**src/rtl/abd_pkg.sv**
```systemverilog
package abd_pkg;
    typedef enum logic [1:0] {
        ST_IDLE    = 2'd0,
        ST_ARMED   = 2'd1,
        ST_MEASURE = 2'd2
    } abd_state_t;
endpackage

```
**src/rtl/rx_edge_sync.sv**
```systemverilog
module rx_edge_sync (
    input  logic clk,
    input  logic rst_n,
    input  logic rx_async,
    output logic rise
);
    logic s1_q, s2_q, s3_q;

    always_ff @(posedge clk or negedge rst_n) begin
        if (!rst_n) begin
            s1_q <= 1'b1;
            s2_q <= 1'b1;
            s3_q <= 1'b1;
        end else begin
            s1_q <= rx_async;
            s2_q <= s1_q;
            s3_q <= s2_q;
        end
    end

    assign rise = s2_q & ~s3_q;
endmodule

```
**src/rtl/abd_prescaler.sv**
```systemverilog
module abd_prescaler #(
    parameter int BASE_SLOW = 64,
    parameter int BASE_MID  = 16,
    parameter int BASE_FAST = 4,
    parameter int OVS       = 8
) (
    input  logic       clk,
    input  logic       rst_n,
    input  logic       clear,
    input  logic       run,
    input  logic [1:0] mode,
    output logic       tick
);
    localparam int DIV_SLOW = BASE_SLOW * OVS;
    localparam int DIV_MID  = BASE_MID * OVS;
    localparam int DIV_FAST = BASE_FAST * OVS;
    localparam int PRE_W    = $clog2(DIV_SLOW);

    logic [PRE_W-1:0] pre_q;
    logic [PRE_W-1:0] lim;

    always_comb begin
        unique case (mode)
            2'b00:        lim = PRE_W'(DIV_SLOW - 1);
            2'b01, 2'b10: lim = PRE_W'(DIV_MID - 1);
            default:      lim = PRE_W'(DIV_FAST - 1);
        endcase
    end

    always_ff @(posedge clk or negedge rst_n) begin
        if (!rst_n) begin
            pre_q <= '0;
        end else if (clear) begin
            pre_q <= '0;
        end else if (run) begin
            pre_q <= (pre_q == lim) ? '0 : pre_q + 1'b1;
        end
    end

    assign tick = run && (pre_q == lim);

    // ticks are at least DIV_FAST cycles apart, never back to back
    a_r3_tick_spacing: assert property (@(posedge clk) disable iff (!rst_n)
        (tick && !clear) |=> !tick);
endmodule

```
**src/rtl/abd_counter.sv**
```systemverilog
module abd_counter #(
    parameter int CNT_W = 16
) (
    input  logic             clk,
    input  logic             rst_n,
    input  logic             load,
    input  logic             inc,
    output logic [CNT_W-1:0] cnt,
    output logic             sat
);
    localparam logic [CNT_W-1:0] CNT_MAX = '1;

    always_ff @(posedge clk or negedge rst_n) begin
        if (!rst_n) begin
            cnt <= '0;
            sat <= 1'b0;
        end else if (load) begin
            cnt <= CNT_W'(1);
            sat <= 1'b0;
        end else if (inc) begin
            if (cnt == CNT_MAX) begin
                sat <= 1'b1;
            end else begin
                cnt <= cnt + 1'b1;
            end
        end
    end

    // the count begins at one
    a_r8_start_one: assert property (@(posedge clk) disable iff (!rst_n)
        load |=> (cnt == CNT_W'(1)));

    // an increment at the top value holds the value and marks saturation
    a_r7_saturate: assert property (@(posedge clk) disable iff (!rst_n)
        (inc && !load && cnt == CNT_MAX) |=> (cnt == CNT_MAX && sat));
endmodule

```
**src/rtl/autobaud_detector.sv**
```systemverilog
module autobaud_detector
    import abd_pkg::*;
#(
    parameter int CNT_W     = 16,
    parameter int BASE_SLOW = 64,
    parameter int BASE_MID  = 16,
    parameter int BASE_FAST = 4,
    parameter int OVS       = 8,
    parameter int EDGES     = 5
) (
    input  logic             clk,
    input  logic             rst_n,
    input  logic             en_set,
    input  logic             en_clr,
    input  logic [1:0]       mode_sel,
    input  logic             rx_in,
    input  logic             rd_strobe,
    output logic             en,
    output logic             rx_hold,
    output logic [CNT_W-1:0] divisor,
    output logic             done,
    output logic             ovf
);
    localparam int EC_W = $clog2(EDGES);
    localparam logic [EC_W-1:0] LAST_EC = EC_W'(EDGES - 2);

    abd_state_t       state_q, state_d;
    logic [EC_W-1:0]  edges_q;
    logic             rise, tick, load, finish, sat;
    logic [CNT_W-1:0] cnt;
    logic             done_q, ovf_q;
    logic [CNT_W-1:0] div_q;

    rx_edge_sync u_sync (
        .clk      (clk),
        .rst_n    (rst_n),
        .rx_async (rx_in),
        .rise     (rise)
    );

    abd_prescaler #(
        .BASE_SLOW (BASE_SLOW),
        .BASE_MID  (BASE_MID),
        .BASE_FAST (BASE_FAST),
        .OVS       (OVS)
    ) u_pre (
        .clk   (clk),
        .rst_n (rst_n),
        .clear (load),
        .run   (state_q == ST_MEASURE),
        .mode  (mode_sel),
        .tick  (tick)
    );

    abd_counter #(.CNT_W(CNT_W)) u_cnt (
        .clk   (clk),
        .rst_n (rst_n),
        .load  (load),
        .inc   (tick),
        .cnt   (cnt),
        .sat   (sat)
    );

    assign load   = (state_q == ST_ARMED) && rise && !en_clr;
    assign finish = (state_q == ST_MEASURE) && rise && !en_clr && (edges_q == LAST_EC);

    // state register
    always_ff @(posedge clk or negedge rst_n) begin
        if (!rst_n) begin
            state_q <= ST_IDLE;
        end else begin
            state_q <= state_d;
        end
    end

    // next-state logic
    always_comb begin
        state_d = state_q;
        unique case (state_q)
            ST_IDLE: begin
                if (en_set) state_d = ST_ARMED;
            end
            ST_ARMED: begin
                if (en_clr)    state_d = ST_IDLE;
                else if (rise) state_d = ST_MEASURE;
            end
            ST_MEASURE: begin
                if (en_clr)      state_d = ST_IDLE;
                else if (finish) state_d = ST_IDLE;
            end
            default: state_d = ST_IDLE;
        endcase
    end

    // output and datapath registers
    always_ff @(posedge clk or negedge rst_n) begin
        if (!rst_n) begin
            edges_q <= '0;
            done_q  <= 1'b0;
            ovf_q   <= 1'b0;
            div_q   <= '0;
        end else begin
            if (load) begin
                edges_q <= '0;
            end else if (state_q == ST_MEASURE && rise) begin
                edges_q <= edges_q + 1'b1;
            end

            if (finish) begin
                done_q <= 1'b1;
            end else if (rd_strobe) begin
                done_q <= 1'b0;
            end

            if (state_q == ST_IDLE && en_set) begin
                ovf_q <= 1'b0;
            end else if (finish) begin
                ovf_q <= sat;
            end

            if (finish) begin
                div_q <= cnt;
            end
        end
    end

    assign en      = (state_q != ST_IDLE);
    assign rx_hold = en;
    assign divisor = div_q;
    assign done    = done_q;
    assign ovf     = ovf_q;

    // arming takes effect on the next edge
    a_r2_arm: assert property (@(posedge clk) disable iff (!rst_n)
        (state_q == ST_IDLE && en_set) |=> (en && rx_hold));

    // the final edge drops enable and raises done together
    a_r4_finish: assert property (@(posedge clk) disable iff (!rst_n)
        finish |=> (!en && done));

    // a read clears done unless a finish collides with it
    a_r5_read_clears: assert property (@(posedge clk) disable iff (!rst_n)
        (rd_strobe && !finish) |=> !done);

    // an abort returns to idle with the stored result untouched
    a_r6_abort_keeps: assert property (@(posedge clk) disable iff (!rst_n)
        (en_clr && en) |=> (!en && $stable(divisor)));

    // nothing moves the result while disabled
    a_r9_idle_quiet: assert property (@(posedge clk) disable iff (!rst_n)
        (!en && !en_set) |=> $stable(divisor));

    // a saturated result reads as all ones
    a_r7_ovf_value: assert property (@(posedge clk) disable iff (!rst_n)
        ovf |-> (divisor == '1));
endmodule

```
**config.mk**
```make
export PLATFORM = sky130hd
export DESIGN_NAME = autobaud_detector
export DESIGN_NICKNAME = d
export VERILOG_FILES = /design/src/rtl/abd_pkg.sv /design/src/rtl/rx_edge_sync.sv /design/src/rtl/abd_prescaler.sv /design/src/rtl/abd_counter.sv /design/src/rtl/autobaud_detector.sv
export SDC_FILE = /design/constraint.sdc
export NUM_CORES = 1
export LEC_CHECK = 0
export ABC_CLOCK_PERIOD_IN_PS = 3500
export BUFFER_PORTS_ARGS = -buffer_cell sky130_fd_sc_hd__clkbuf_2
export CORE_MARGIN = 4
export CORE_UTILIZATION = 25
export DETAILED_ROUTE_END_ITERATION = 6
export SYNTH_ARGS = -nofsm -noshare
export SYNTH_HDL_FRONTEND = slang
export SYNTH_SLANG_ARGS = --single-unit
```
**constraint.sdc**
```tcl
create_clock -name clk -period 3.5 [get_ports clk]
set_input_delay 0.875 -clock clk [delete_from_list [all_inputs] [get_ports clk]]
set_output_delay 0.875 -clock clk [all_outputs]
set_load 0.01 [all_outputs]
```
Yosys cells after proc, flatten, opt, wreduce, memory -nomap -nowiden

Index checks and enable logic that the tools add are counted.

Word-level logic and storage cells: 70
Bits of input ports: 8
Register bits after elaboration: 52
Output and inout bits: 20

Equal/unequal tests: 11
Multiplexer cells: 22
Reductions and logical operators: 21
Bitwise gates (word level): 2
Add/sub/neg operators: 3

Operators with widths:

| cell                                                                   | count |
|---|---|
| 16-bit 2-to-1 mux                                                      | 3 |
| 9-bit 2-to-1 mux                                                       | 3 |
| 9-bit one-hot mux with 2 select lines                                  | 1 |
| 16-bit by 1-bit adder with 16-bit output (second input constant)       | 1 |
| 16-bit equality test (second input constant)                           | 1 |
| 2-bit nonzero test                                                     | 7 |
| 2-bit 2-to-1 mux                                                       | 5 |
| 9-bit by 1-bit adder with 9-bit output (second input constant)         | 1 |
| 9-bit equality test                                                    | 1 |
| 1-bit logical AND                                                      | 7 |
| 1-bit 2-to-1 mux                                                       | 7 |
| 3-bit 2-to-1 mux                                                       | 2 |
| 3-bit inequality test (second input constant)                          | 2 |
| 2-bit one-hot mux with 3 select lines                                  | 1 |
| 2-bit by 1-bit equality test with 1-bit output (second input constant) | 2 |
| 2-bit equality test (second input constant)                            | 2 |
| 2-bit zero test                                                        | 2 |
| 2-bit inequality test (second input constant)                          | 2 |
| 2-bit AND reduction                                                    | 2 |
| 3-bit by 1-bit adder with 3-bit output (second input constant)         | 1 |
| 3-bit by 2-bit equality test with 1-bit output (second input constant) | 1 |
| 3-bit AND reduction                                                    | 1 |
| 2-bit OR reduction                                                     | 1 |
| 1-bit bitwise AND                                                      | 1 |
| other kinds (2)                                                        | 2 |

Logic depth before layout (Yosys ltp)

Gate-level depths: netlist of the first run.

Word-level depth: 8
Depth in mapped cells: 8
Gate-level depth less buffers: 6

Hierarchy

A second synthesis of the first run with hierarchy kept.

Cells, all modules: 236
Area, all modules: 2657.5 um2

Modules (own cells, without submodules):

| module            | cells each | instances | area an instance (um2) | seq. area each (um2) |
|---|---|---|---|---|
| abd_counter       | 107        | 1         | 1027.2                 | 425.4 |
| autobaud_detector | 71         | 1         | 1017.2                 | 575.6 |
| abd_prescaler     | 54         | 1         | 520.5                  | 225.2 |
| rx_edge_sync      | 4          | 1         | 92.6                   | 78.8 |

Worst setup path before layout of the first run

OpenSTA, ideal clock, no wires.

Kind: input-to-reg
Start: input port mode_sel[0]
End: register u_cnt.cnt[5]
Arrival: 2.114 ns
Data required time: 3.363 ns
Slack: 1.249 ns
Cell stages on the path: 6
Path buffers: 1
Library setup time: 0.137 ns
Path through: nand4bb_1 -> o32ai_1 -> o21ai_1 -> clkbuf_1 -> o311ai_0 -> nand3_1

Word-level cells in the longest chain between the ends: 7
Elaborated cells between the ends (all ways): 9
Those cells by class: eq/ne (3); mux (1); reduce/logical (5)

Ends and longest elaborated chain:

| item                                                                                         | RTL line                | RTL |
|---|---|---|
| start: declaration                                                                           | autobaud_detector.sv:15 | `input logic [1:0] mode_sel,` |
| 2-bit by 1-bit equality test with 1-bit output / 2-bit equality test (equally long branches) | abd_prescaler.sv:23     | `unique case (mode)` |
| 2-bit OR reduction                                                                           | abd_prescaler.sv:23     |  |
| 9-bit one-hot mux with 2 select lines *                                                      | abd_prescaler.sv:23     |  |
| 9-bit equality test *                                                                        | abd_prescaler.sv:40     | `assign tick = run && (pre_q == lim);` |
| 1-bit logical AND *                                                                          | abd_prescaler.sv:40     |  |
| 2-bit nonzero test (no line) *                                                               | --                      |  |
| 2-bit AND reduction (no line) *                                                              | --                      |  |
| end signal: assignment                                                                       | abd_counter.sv:24       | `cnt <= cnt + 1'b1;` |
| end: declaration                                                                             | abd_counter.sv:8        | `output logic [CNT_W-1:0] cnt,` |

Every way passes the cells marked *; elsewhere a longest branch is shown, timed or not.
A chain may end at the register's enable or synchronous reset.

Worst setup path in the final report of the first run

Start: input port mode_sel[0]
End: register u_cnt.cnt[15]

Same word-level chain as after synthesis.

==> results of run 1 <==
==> report_power, final <==
part | internal (mW) | total, mW | switching [mW] | leakage (nW)
sequential | 0.666 | 0.740 | 0.0733 | 0.689
combinational | 0.0767 | 0.167 | 0.0907 | 0.550
clock | 0.253 | 0.448 | 0.195 | 0.0645
==> placed cells by master (no fill, tap or decap), types with 3 or more instances in the layout <==
cell type and instances:
nor2_1 17, xnor2_1 3, inv_1 7, mux2i_1 4
o311ai_0 5, dfstp_2 3, o211ai_1 7, clkbuf_2 27
nand3_1 16, nor3_1 3, o21ai_0 9, clkbuf_8 7
a21oi_1 7, or4_1 4, mux2_2 15, or3_1 5
nor4_1 3, buf_4 5, nand2_1 14, ha_1 4
nand4_1 4, and3_1 3, xor2_1 5, dfrtp_1 49
==> final cells by class <==
cell class	count	area, µm²	area share
clock buffer	7	96.34	0.03306
clock inverter	1	30.03	0.01030
inverter	7	26.28	0.009017
multi-input combinational	159	1117	0.3834
sequential	52	1305	0.4478
tap	133	166.4	0.05711
timing repair buffer	32	172.7	0.05925
==> kinds of logic after synthesis <==
| group | count (synthesis) | share of synthesized area |
|---|---|---|
| AO/OA/AOI/OAI | 42 | 0.1153 |
| XOR/XNOR | 8 | 0.02795 |
| adder cells (fa/ha/maj) | 4 | 0.01996 |
| buffers and inverters | 17 | 0.03394 |
| flip-flops | 52 | 0.5205 |
| multiplexers | 19 | 0.08333 |
| AND/OR/NAND/NOR | 86 | 0.1991 |
==> critical path: stages <==
cell and delay [ps]:
clkbuf_2 120, nand4bb_1 100, o32ai_1 420, o21ai_1 380, buf_4 300, or4_1 470
a21oi_1 150
==> layer usage <==
metal  up-vias  track usage
met4         0      0.03246
met1       870       0.1339
met3         5      0.02687
met2        38       0.1390
met5         -            0
li1        902            -
==> path summary, 6_finish.rpt <==
path	end	slack, ps	cells past startpoint
worst max register to register	u_cnt.cnt[15]$_DFFE_PN0P_	1060	6
worst min register to register	u_sync.s2_q$_DFF_PN1_	360	0
worst max-delay path	u_cnt.cnt[15]$_DFFE_PN0P_	920	7
max in group asynchronous	u_sync.s1_q$_DFF_PN1_	2080	2
min in group asynchronous	divisor[5]$_DFFE_PN0P_	660	1
worst min-delay path	u_sync.s2_q$_DFF_PN1_	360	0
==> cell usage after synthesis, types with 2 or more instances <==
cell / n / area, µm²
o21ai_0: 9 / 45.04
nand2_1: 14 / 52.55
buf_6: 2 / 22.52
dfstp_2: 3 / 78.83
or4_1: 4 / 30.03
inv_1: 7 / 26.28
nor2_1: 17 / 63.81
mux2_2: 15 / 168.9
o211ai_1: 7 / 52.55
nor3_1: 3 / 15.01
and3_1: 3 / 18.77
nor2b_1: 2 / 12.51
or3_1: 5 / 31.28
o21a_1: 2 / 15.01
buf_2: 2 / 10.01
a21oi_1: 7 / 35.03
o31ai_1: 2 / 15.01
xnor2_1: 3 / 26.28
xor2_1: 5 / 43.79
dfrtp_1: 49 / 1226
nand4_1: 4 / 25.02
and2_1: 2 / 12.51
mux2i_1: 4 / 40.04
nand3b_1: 2 / 15.01
ha_1: 4 / 50.05
nand4bb_1: 2 / 22.52
clkbuf_1: 5 / 18.77
nand3_1: 16 / 80.08
o311ai_0: 5 / 43.79
nor4_1: 3 / 18.77
==> through the flow <==
step / power [mW] / cells / worst slack [ps] / hold slack (ps)
global route: 1.442 / 391 / 805.8 / 369.5
finish: 1.355 / 391 / 922.4 / 360.2
CTS: 1.373 / 391 / 966.0 / 362.7
global placement: 0.9118 / 383 / 711.5 / 345.4
floorplan: 0.8575 / 228 / 1249 / 345.2
detailed placement: 0.9227 / 383 / 665.9 / 348.9
==> sequential cells by signal (all words and copies together) (netlist names) <==
register	cells
divisor	16
u_pre.pre_q	9
u_cnt.cnt	16
u_sync.s1_q	1
done	1
u_sync.s2_q	1
state_q	2
edges_q	3
u_cnt.sat	1
u_sync.s3_q	1
ovf	1
==> metrics, run 1 <==
FILL cells just over 1,000; Core Rows 36; Die ar. approximately 12,000 µm²; post-cts hold buffer count 0; Routed WL slightly above 5 mm; layout cells sized above 1 0.2636; clk buf depth 2; post-synthesis cell count 228; I/O pins 28; I/O Buffers 27; Layout Nets 269; fmax 388.0 MHz; maximum vdd drop around 180 µV; CTS resizes 0; first-pass GRT wire length 8.852 mm; Reg clk slew, reported paths 100 ps; setup bufs post-CTS 0; Area after DPL around 2800 µm²; Final Hold Viols 0; Setup violations, final 0; die height 108.1 µm; initial antenna violation count 0; Post-synth EDFFs 0; Critical path origin mode_sel[0]; cell area after layout 2914 µm²; Yosys cell types 50; Root Buffer clkbuf_8; initial drt markers approximately 120; Worst Skew 11.68 ps; Final Max Tran Viols 0; Core Area around 9800 µm²; Synth Net Count 240; utilization after layout 0.2981; drt wl/cell 13.11 µm; RSZ-0062 raised after global routing false; status completed; CTS Sinks 52; P&R area growth vs syn 16.22%; drt drc 0; DR top layer met4; Cell Area, Synth between 2000 and 3000 µm²; Max Cap Viol 0; Tot GR Track Use 0.09482; Avg Inst Size Synth 11.00 µm²; startpoint types input pin; Static Leak 1.303 nW; dominant synthesized flop cell dfrtp_1; post-DP HPWL 3.589 mm; Final TNS setup 0 ps; vias 1,815; Critical Path RT roughly 3700 ps; clk_lat worst skew ~300 ps; antenna cells 0; CP arrival about 2800 ps; register area share after synthesis 0.5205; Setup crit end kind flip-flop; Initial Utilization 0.2565; Worst slew margin 0.4298; met2 wire length ~2.2 mm; Max FO, Critical Path 15; GPL Wtd Cong 0.7777; ANT nets after route 0; PwrDens 464.8 nW/µm²; fin crit period 2578 ps; min-delay src u_sync.s1_q$_DFF_PN1_; CTS Buf Count 5; worst-margin pin slew 855.2 ps; grt total ovfl 0; WS Path Type input pin to flip-flop; H-tree levels 2; TritonCTS clock tree done; vias per cell 4.642; Yosys Warn Count 0; r2r startpoint u_pre.pre_q[5]$_DFFE_PN0P_; Die X 108.1 µm; min-delay worst type flip-flop to flip-flop; vias in the first global route 1,829; DRT Pass-1 Iters 5; FFs w/ async S/R, synth 1.000; crit share post-route 0.7365; FF+latch count, synth between 50 and 60; largest net degree at the start of global routing 35; Met1 Wirelength 2.575 mm; Detail Route met3 WL around 260 µm
Power figures use the tool's default switching activity.
==> run 2: changes to the inputs <==
ABC_CLOCK_PERIOD_IN_PS = 2430   (was 3500)
clock period = 2.43 ns   (was 3.5 ns; I/O delays follow)
==> run 2 against run 1 <==
Combinational power up 48%; power up 33%; count of clock-buffer cells in the layout down 2; hold slack worse by 75 ps; sequential cell count unchanged; global-route usage down 0.36 points; sequential share of layout area up 0.058 points; cell count up 0.77%; core utilization about the same; critical path type is now flip-flop to flip-flop; critical endpoint is now u_cnt.cnt[1]$_DFFE_PN0P_; largest cell class unchanged; largest power group unchanged.
==> metrics, run 2 (synthesis results as in run 1) <==
Layout Nets 272 (+1.1%); Final TNS setup 0 ps (unchanged); r2r startpoint u_cnt.cnt[5]$_DFFE_PN0P_; Tot GR Track Use 0.09121 (-0.003618); largest net degree at the start of global routing 32 (-8.6%); DRT Pass-1 Iters 4 (-1); Final Hold Viols 0 (unchanged); min-delay worst type input pin to asynchronous set/reset pin; area of the multi-input gates 1117 µm² (unchanged); CP arrival 2400 ps (-420 ps); register area 1305 µm² (unchanged); TritonCTS clock tree done; CTS Sinks 52 (unchanged); most frequent cells in the layout 49 x dfrtp_1, 27 x clkbuf_2, 17 x nor2_1, 16 x nand3_1, 15 x mux2_2; drt drc 0 (unchanged); Reg clk slew, reported paths 100 ps (about the same); Final Max Tran Viols 0 (unchanged); ANT nets after route 0 (unchanged); Clk pwr share 0.273 (-0.057); Die X 108.1 µm (unchanged); Static Leak 1.305 nW (+0.18%); H-tree levels 2 (unchanged); Initial Utilization 0.2565 (unchanged); vias per cell 4.711 (+1.5%); initial antenna violation count 0 (unchanged); PwrDens 620.6 nW/µm² (+34%); RSZ-0062 raised after global routing false; FF-to-FF End u_cnt.cnt[1]$_DFFE_PN0P_; FILL cells 1,034 (+1.8%); Logic pwr share 0.137 (+0.013); WS Path Type flip-flop to flip-flop; first-pass GRT wire length 8.611 mm (-2.7%); CTS resizes 0 (unchanged); post-cts hold buffer count 0 (unchanged); Flop pwr share 0.590 (+0.044); Worst R2R Setup Slack 260 ps (-800 ps); Area after DPL 2823 µm² (+1.3%); Worst Skew 12.02 ps (+0.3449 ps); Critical Path RT 2650 ps (-1090 ps); status completed; Core Area 9774 µm² (unchanged); layout cells sized above 1 0.2720 (+0.008465); Max Cap Viol 0 (unchanged); post-DP HPWL 3.696 mm (+3.0%); GPL Wtd Cong 0.8206 (+5.5%); Setup violations, final 0 (unchanged); vias in the first global route 1,764 (-3.6%); fmax around 460 MHz; P&R area growth vs syn 16.07%; startpoint types flip-flop; Die ar. 11,700 µm² (unchanged); Routed WL 5.174 mm (+0.94%); clk buf depth 2 (unchanged); R2R cell count 5 (-1); Core Rows 36 (unchanged); Switch Pwr 0.5304 mW (+48%); Max FO, Critical Path 13 (-2); clk_lat worst skew 300 ps (about the same); drt wl/cell 13.13 µm (+0.17%); fin crit period 2173 ps; commonest non-fill, non-tap cell in the layout dfrtp_1; grt total ovfl 0 (unchanged); cell area after layout 2910 µm² (-0.13%); Switching Fraction 0.2937 (+0.02860); I/O pins 28 (unchanged); initial drt markers 90 (-27%); crit share post-route 0.8943; CTS Buf Count 5 (unchanged); vias 1,856 (+2.3%); I/O Buffers 27 (unchanged); Root Buffer clkbuf_8; maximum vdd drop 233.5 µV (+32%); worst-margin pin slew 588.1 ps (-267.1 ps); setup bufs post-CTS 0 (unchanged); Int Pwr 1.276 mW (+28%); Setup crit end kind flip-flop; antenna cells 0 (unchanged); Worst slew margin 0.6079 (+0.1781); die height 108.1 µm (unchanged)
==> run 2: cell types whose count changed in the layout (fill, tap and decap cells not counted) <==
cell / previous run / this run
buf_4: 5 / 7
clkbuf_8: 7 / 5
clkinv_2: 0 / 2
buf_12: 0 / 1
bufinv_16: 1 / 0
clkinv_4: 0 / 1
==> run 2: critical path: stages, from the launching register on <==
cell,delay [ps]
dfrtp_1,480
nand4_4,170
or4_4,590
or3_4,480
o21ai_2,140
mux2i_1,220
==> run 2: layer usage <==
layer	share of wire	routed length, µm	GRT usage
met2	0.42	2174	0.1274
met3	0.060	310	0.02806
met5	0	0	0
met4	0.012	64	0.03066
met1	0.51	2624	0.1328
==> run 2: how the worst max path moves through the flow <==
stage	from	endpoint	slack, ps	depth (start not counted)
after CTS	u_cnt.cnt[0]$_DFFE_PN0P_	u_cnt.cnt[1]$_DFFE_PN0P_	240	6
final	u_cnt.cnt[5]$_DFFE_PN0P_	u_cnt.cnt[1]$_DFFE_PN0P_	260	5
after global routing	u_cnt.cnt[0]$_DFFE_PN0P_	u_cnt.cnt[1]$_DFFE_PN0P_	130	6
after global placement	mode_sel[0]	u_cnt.cnt[5]$_DFFE_PN0P_	190	7
after floorplan	mode_sel[0]	u_cnt.cnt[5]$_DFFE_PN0P_	450	6
after detailed placement	mode_sel[0]	u_cnt.cnt[5]$_DFFE_PN0P_	160	7
==> run 2: cell type report <==
class	count	area share
clock buffer	5	0.02365
tap	133	0.05718
multi-input combinational	159	0.3839
sequential	52	0.4484
clock inverter	3	0.006449
inverter	7	0.009028
timing repair buffer	35	0.07137
==> run 2: through the flow <==
stage,utilization,total power [mW],cells,worst slack [ps],hold WS [ps]
after floorplan,-,1.235,228,446.5,311.9
after global placement,0.2888,1.320,386,188.6,345.5
after detailed placement,0.2888,1.336,386,157.4,347.2
after CTS,0.2977,1.832,394,238.7,305.3
after global routing,0.2977,1.931,394,129.7,324.7
final,0.2977,1.806,394,256.9,285.5
==> run 2: power by group through the flow <==
| stage | clock (mW) | sequential, mW | combinational (mW) |
|---|---|---|---|
| 6_report | 0.493 | 1.07 | 0.247 |
| 5_1_grt | 0.550 | 1.08 | 0.298 |
| 2_1_floorplan | 0 | 1.06 | 0.179 |
| 4_1_cts | 0.511 | 1.07 | 0.254 |
| 3_5_place_dp | 0 | 1.08 | 0.252 |
| 3_3_place_gp | 0 | 1.08 | 0.241 |
